[src/rtl/mbrf_pkg.sv]
// Package: shared types for the mode-banked register file.
// Assumes level 0 is the only unprivileged level; every other encoding is a system level.
package mbrf_pkg;

    typedef enum logic [1:0] {
        MODE_USER  = 2'd0,
        MODE_SYS_A = 2'd1,
        MODE_SYS_B = 2'd2,
        MODE_SYS_C = 2'd3
    } priv_mode_e;

endpackage

[src/rtl/mbrf_bank_map.sv]
// Module: mbrf_bank_map
// Turns an architectural index and a privilege level into a physical entry number.
// Physical layout: [0, NUM_SHARED) common set, then the user bank, then the system bank.
// Assumes NUM_SHARED < NUM_ARCH and that PHYS_W can hold NUM_SHARED + 2*(NUM_ARCH-NUM_SHARED).
module mbrf_bank_map
    import mbrf_pkg::*;
#(
    parameter int NUM_ARCH   = 32,
    parameter int NUM_SHARED = 8,
    parameter int IDX_W      = $clog2(NUM_ARCH),
    parameter int PHYS_W     = $clog2(NUM_SHARED + 2 * (NUM_ARCH - NUM_SHARED))
) (
    input  logic [IDX_W-1:0]  arch_idx_i,
    input  priv_mode_e        mode_i,
    output logic [PHYS_W-1:0] phys_idx_o
);

    localparam int BANK_SPAN = NUM_ARCH - NUM_SHARED;

    logic is_common;
    logic is_user;

    // Classify the access: common low set, or a banked register seen by user or system.
    always_comb begin
        is_common = (arch_idx_i < IDX_W'(NUM_SHARED));
        is_user   = (mode_i == MODE_USER);
    end

    // Offset system-level banked accesses past the user bank.
    always_comb begin
        if (is_common || is_user) begin
            phys_idx_o = PHYS_W'(arch_idx_i);
        end else begin
            phys_idx_o = PHYS_W'(arch_idx_i) + PHYS_W'(BANK_SPAN);
        end
    end

endmodule

[src/rtl/mbrf_storage.sv]
// Module: mbrf_storage
// Flop-based physical storage with NUM_RD combinational read ports and one write port.
// Assumes physical indices are already range-checked by the mapping logic.
// A same-cycle read of the entry being written returns the value held before the edge.
module mbrf_storage #(
    parameter int DATA_W   = 64,
    parameter int NUM_PHYS = 56,
    parameter int NUM_RD   = 2,
    parameter int PHYS_W   = $clog2(NUM_PHYS)
) (
    input  logic                           clk,
    input  logic                           rst_n,
    input  logic                           wr_en_i,
    input  logic [PHYS_W-1:0]              wr_phys_i,
    input  logic [DATA_W-1:0]              wr_data_i,
    input  logic [NUM_RD-1:0][PHYS_W-1:0]  rd_phys_i,
    output logic [NUM_RD-1:0][DATA_W-1:0]  rd_data_o
);

    logic [DATA_W-1:0] entry_q [NUM_PHYS];

    // Clear every entry on reset; otherwise update the single addressed entry.
    always_ff @(posedge clk) begin
        if (!rst_n) begin
            for (int e = 0; e < NUM_PHYS; e++) begin
                entry_q[e] <= '0;
            end
        end else begin
            for (int e = 0; e < NUM_PHYS; e++) begin
                if (wr_en_i && (wr_phys_i == PHYS_W'(e))) begin
                    entry_q[e] <= wr_data_i;
                end
            end
        end
    end

    for (genvar p = 0; p < NUM_RD; p++) begin : g_rd
        // Combinational read mux for port p.
        always_comb begin
            rd_data_o[p] = entry_q[rd_phys_i[p]];
        end
    end

endmodule

[src/rtl/mode_banked_regfile.sv]
// Module: mode_banked_regfile
// Register file in which the low registers are common to all privilege levels, the
// user level owns a private upper bank, and the system levels share a second upper bank.
// Assumes a single current level that applies to both reads and the write in a cycle.
module mode_banked_regfile
    import mbrf_pkg::*;
#(
    parameter int DATA_W     = 64,
    parameter int NUM_ARCH   = 32,
    parameter int NUM_SHARED = 8,
    parameter int IDX_W      = $clog2(NUM_ARCH)
) (
    input  logic              clk,
    input  logic              rst_n,
    input  logic [1:0]        mode_i,
    input  logic [IDX_W-1:0]  rd_a_idx_i,
    output logic [DATA_W-1:0] rd_a_data_o,
    input  logic [IDX_W-1:0]  rd_b_idx_i,
    output logic [DATA_W-1:0] rd_b_data_o,
    input  logic              wr_en_i,
    input  logic [IDX_W-1:0]  wr_idx_i,
    input  logic [DATA_W-1:0] wr_data_i
);

    localparam int NUM_RD   = 2;
    localparam int NUM_PHYS = NUM_SHARED + 2 * (NUM_ARCH - NUM_SHARED);
    localparam int PHYS_W   = $clog2(NUM_PHYS);

    priv_mode_e                          cur_mode;
    logic [NUM_RD-1:0][IDX_W-1:0]        rd_arch;
    logic [NUM_RD-1:0][PHYS_W-1:0]       rd_phys;
    logic [NUM_RD-1:0][DATA_W-1:0]       rd_data;
    logic [PHYS_W-1:0]                   wr_phys;

    // Collect the port-level inputs into the internal per-port arrays.
    always_comb begin
        cur_mode   = priv_mode_e'(mode_i);
        rd_arch[0] = rd_a_idx_i;
        rd_arch[1] = rd_b_idx_i;
    end

    for (genvar p = 0; p < NUM_RD; p++) begin : g_rd_map
        mbrf_bank_map #(
            .NUM_ARCH   (NUM_ARCH),
            .NUM_SHARED (NUM_SHARED),
            .IDX_W      (IDX_W),
            .PHYS_W     (PHYS_W)
        ) u_map (
            .arch_idx_i (rd_arch[p]),
            .mode_i     (cur_mode),
            .phys_idx_o (rd_phys[p])
        );
    end

    mbrf_bank_map #(
        .NUM_ARCH   (NUM_ARCH),
        .NUM_SHARED (NUM_SHARED),
        .IDX_W      (IDX_W),
        .PHYS_W     (PHYS_W)
    ) u_wr_map (
        .arch_idx_i (wr_idx_i),
        .mode_i     (cur_mode),
        .phys_idx_o (wr_phys)
    );

    mbrf_storage #(
        .DATA_W   (DATA_W),
        .NUM_PHYS (NUM_PHYS),
        .NUM_RD   (NUM_RD),
        .PHYS_W   (PHYS_W)
    ) u_store (
        .clk       (clk),
        .rst_n     (rst_n),
        .wr_en_i   (wr_en_i),
        .wr_phys_i (wr_phys),
        .wr_data_i (wr_data_i),
        .rd_phys_i (rd_phys),
        .rd_data_o (rd_data)
    );

    // Drive the read ports from the storage outputs.
    always_comb begin
        rd_a_data_o = rd_data[0];
        rd_b_data_o = rd_data[1];
    end

endmodule

[config.mk]
export PLATFORM = sky130hd
export DESIGN_NAME = mode_banked_regfile
export DESIGN_NICKNAME = d
export VERILOG_FILES = /design/src/rtl/mbrf_pkg.sv /design/src/rtl/mbrf_bank_map.sv /design/src/rtl/mbrf_storage.sv /design/src/rtl/mode_banked_regfile.sv
export SDC_FILE = /design/constraint.sdc
export NUM_CORES = 2
export LEC_CHECK = 0
export BUFFER_PORTS_ARGS = -buffer_cell sky130_fd_sc_hd__buf_4
export CORE_AREA = 2 2 628 630
export CTS_CLUSTER_DIAMETER = 40
export DETAILED_ROUTE_END_ITERATION = 8
export DIE_AREA = 0 0 630 632
export PLACE_DENSITY_LB_ADDON = 0.2
export SLEW_MARGIN = 40
export SYNTH_ARGS = -nofsm -noshare
export SYNTH_HDL_FRONTEND = slang
export SYNTH_SLANG_ARGS = --single-unit
[constraint.sdc]
create_clock -name clk -period 9.19 [get_ports clk]
set_input_delay 0.4595 -clock clk [delete_from_list [all_inputs] [get_ports clk]]
set_output_delay 0.4595 -clock clk [all_outputs]
set_load 0.02 [all_outputs]
==> flow_summary.json <==
{
  "synth_flop_cell": "edfxtp_1",
  "htreeDepth": 6,
  "critPathSlowestCell": "a21oi_1",
  "viasPerCell": 7.07,
  "power_frac_comb_pct": 13.0,
  "setup-violations-final": 0,
  "syn_inst": 10300,
  "die_x_um": 630,
  "num-nets-final": 10500,
  "endpoint": "rd_a_data_o[3]",
  "worst_pin_slew_ns": 0.999,
  "cts_tree": "yes",
  "synth-async-reset-ratio_pct": 0,
  "cts-buffers-inserted": 529,
  "hp-class": "in2reg",
  "dp_cells": 15100,
  "crit_fanout": 36,
  "irDropWorstVdd_mv": 0.227,
  "dp_hpwl_um": 405000,
  "synth_fp_nets": 10400,
  "critPathBufInv": 6,
  "cp-end-kind": "output pin",
  "synth_cell_types": 50,
  "clk_pin_slew_ns": 0.05,
  "finalMaxSlewViolations": 0,
  "ios": 212,
  "crit_chain": "buf_8, inv_2, ha_4, o21bai_4, buf_4, buf_4, buf_4, nor2_1, a21oi_1, o21a_1, a21oi_1, a21oi_1, buf_4",
  "drc_errors": 0,
  "dieArea_um2": 398000,
  "max_stage_delay_ns": 0.72,
  "row_count": 230,
  "clockBufferDepth": 4,
  "status": "finished, final reports clean",
  "synth_area_per_cell_um2": 17.0,
  "clock.fmax_ghz": 0.163,
  "hold_ws_ns": 0.0523,
  "io_buffers": 211,
  "p_leak_uw": 0.0671,
  "synth-edff-count": 3584,
  "wl_per_cell_um": 42.5,
  "max_cap_violations": 0,
  "first_iter_violations": 19600,
  "period_share_pct": 66.6,
  "vias": 114000,
  "relSlewSlack_pct": 33.4,
  "cts_root_buf": "clkbuf_16",
  "largest_register": "u_store.entry_q",
  "grt_usage_pct": 33.9,
  "drive_above_1_share_pct": 34.1,
  "power_density_nw_per_um2": 230,
  "yosysSeqAreaShare_pct": 61.4,
  "startpoint": "rd_a_idx_i[3]",
  "grt_pass1_vias": 113000,
  "rsz0062_at_grt": "false",
  "ys.warnings.count": 0,
  "gp_congestion": 0.894,
  "final_cell_count_no_fill": 16100,
  "dieHeight_um": 632,
  "postCtsSetupRepairBufs": 0,
  "area_growth_pct": 15.4,
  "worst_ep_arrival_time_ns": 5.66,
  "ctsHoldBuffers": 6,
  "ant_nets": 0,
  "fin_crit_ns": 6.12,
  "cp_common_cell": "buf_4",
  "power_switching_uw": 12300,
  "cts_num_sinks": 3584,
  "crit_family": "buffers and inverters",
  "ys_ff_latch": 3584,
  "coreArea_um2": 391000,
  "netlist_area_um2": 175000,
  "power_switching_share_pct": 26.4,
  "grt_pass1_wl_um": 931000,
  "drt-total-wl_um": 683000,
  "dr.pass1.iters": 8,
  "clkPwrFrac_pct": 44.7,
  "crit_type": "in2out",
  "grt.overflow.total": 0,
  "cts_resized": 0,
  "p_int_uw": 34300,
  "cp-start-kind": "input pin",
  "largest_reg_flops": 3584,
  "grt_max_degree": 103,
  "power_frac_seq_pct": 42.3,
  "start_util_pct": 44.8,
  "crit_required_ns": 8.73,
  "top_regs": "u_store.entry_q: 3584 flops",
  "path_depth": 13,
  "grt_antenna_before_repair": 44,
  "fin_tns_setup_ns": 0,
  "hold_viol_final": 0
}
==> synthesized netlist by cell type, types with 4 or more instances <==
library cell,count,area [um2]
o211ai_1,11,82.6
buf_1,148,556
o21a_1,21,158
o31ai_1,9,67.6
nor2_1,2262,8490
o221ai_1,23,201
and3_1,11,68.8
mux4_2,2013,45300
edfxtp_1,3584,108000
buf_4,64,480
mux2i_1,280,2800
buf_2,246,1230
nand2b_1,6,37.5
nand2_1,316,1190
a2111oi_0,5,43.8
a31oi_1,31,194
clkbuf_1,584,2190
nor2b_1,14,87.6
o22ai_1,55,344
a211o_1,13,114
a221oi_1,18,158
inv_1,70,263
nand3_1,92,460
a22oi_1,84,631
a211oi_1,62,465
o21ai_0,85,425
mux2_2,58,653
a21oi_1,69,345
nor3_1,7,35.0
buf_6,9,101
and2_1,29,181
a221o_1,5,50.1
or2_2,4,25.0
==> per-stage QoR <==
stage                     setup slack (ns)  total power, uW  area (um2)  utilization [%]
after floorplan                      0.513            23200      175000                -
after global placement                3.13            25700      183000             46.8
after detailed placement              3.41            25900      184000             47.0
after CTS                             3.39            46500      202000             51.6
after global routing                  3.37            47500      202000             51.7
final                                 3.07            46600      202000             51.7
==> layer usage <==
metal  wire [um]  track usage [%]
met1      235000             43.3
met2      316000             52.7
met3       89600             9.69
met4       42700             18.3
met5         332                0
==> worst min-delay path by stage <==
| stage | startpoint | end | slack [ns] | cells after the start |
|---|---|---|---|---|
| 3_5_place_dp | wr_data_i[1] | u_store.entry_q[17][1] | 1.03 | 4 |
| 2_1_floorplan | wr_data_i[63] | u_store.entry_q[0][63] | 0.79 | 2 |
| 4_1_cts | wr_data_i[51] | u_store.entry_q[33][51] | 0.004 | 4 |
| 3_3_place_gp | wr_data_i[1] | u_store.entry_q[21][1] | 1.01 | 4 |
| 5_1_grt | wr_data_i[25] | u_store.entry_q[16][25] | 0.06 | 4 |
| 6_report | wr_data_i[51] | u_store.entry_q[33][51] | 0.05 | 4 |
==> cell usage in the layout, fill, tap and decap left out, drive strengths merged, types with 18 or more instances in the layout <==
cell | synthesis | final
a211oi | 62 | 62
bufinv | 0 | 62
clkinv | 0 | 187
buf | 467 | 609
o221ai | 23 | 23
and2 | 29 | 29
a22oi | 84 | 84
mux2i | 280 | 280
a31oi | 31 | 31
diode | 0 | 20
o22ai | 55 | 55
mux2 | 58 | 58
clkinvlp | 0 | 45
nor2 | 2262 | 2262
nand2 | 316 | 316
o21a | 21 | 21
edfxtp | 3584 | 3584
inv | 71 | 138
o21ai | 85 | 85
clkbuf | 584 | 602
nand3 | 92 | 92
mux4 | 2013 | 2013
a21oi | 69 | 69
a221oi | 18 | 18
==> logic make-up (layout without fill, tap and decap cells) <==
kind of cell,Yosys count,after routing,share of synthesized area [%]
AND/OR/NAND/NOR,2747,2747,6.05
buffers and inverters,1122,1649,2.75
adder cells (fa/ha/maj),3,3,0.0214
flip-flops,3584,3584,61.4
XOR/XNOR,3,3,0.0193
multiplexers,2351,2351,27.8
other,0,20,0
AO/OA/AOI/OAI,506,506,1.94
==> power groups by stage <==
stage          clock [uW]  combinational, uW  sequential, uW
2_1_floorplan           0               3390           19800
3_3_place_gp            0               5840           19900
3_5_place_dp            0               5910           20000
4_1_cts             20900               5930           19700
5_1_grt             21600               6150           19800
6_report            20800               6080           19700
==> final cells by class <==
| class | count | area (um2) |
|---|---|---|
| Clock inverter | 361 | 4190 |
| Inverter | 71 | 282 |
| Tap cell | 5220 | 6530 |
| Fill cell | 31200 | 189000 |
| Clock buffer | 601 | 14000 |
| Sequential cell | 3584 | 108000 |
| Multi-Input combinational cell | 5610 | 64100 |
| Antenna cell | 20 | 50.0 |
| Timing Repair Buffer | 616 | 5700 |
Note: power is estimated with default switching activity, not from simulation.
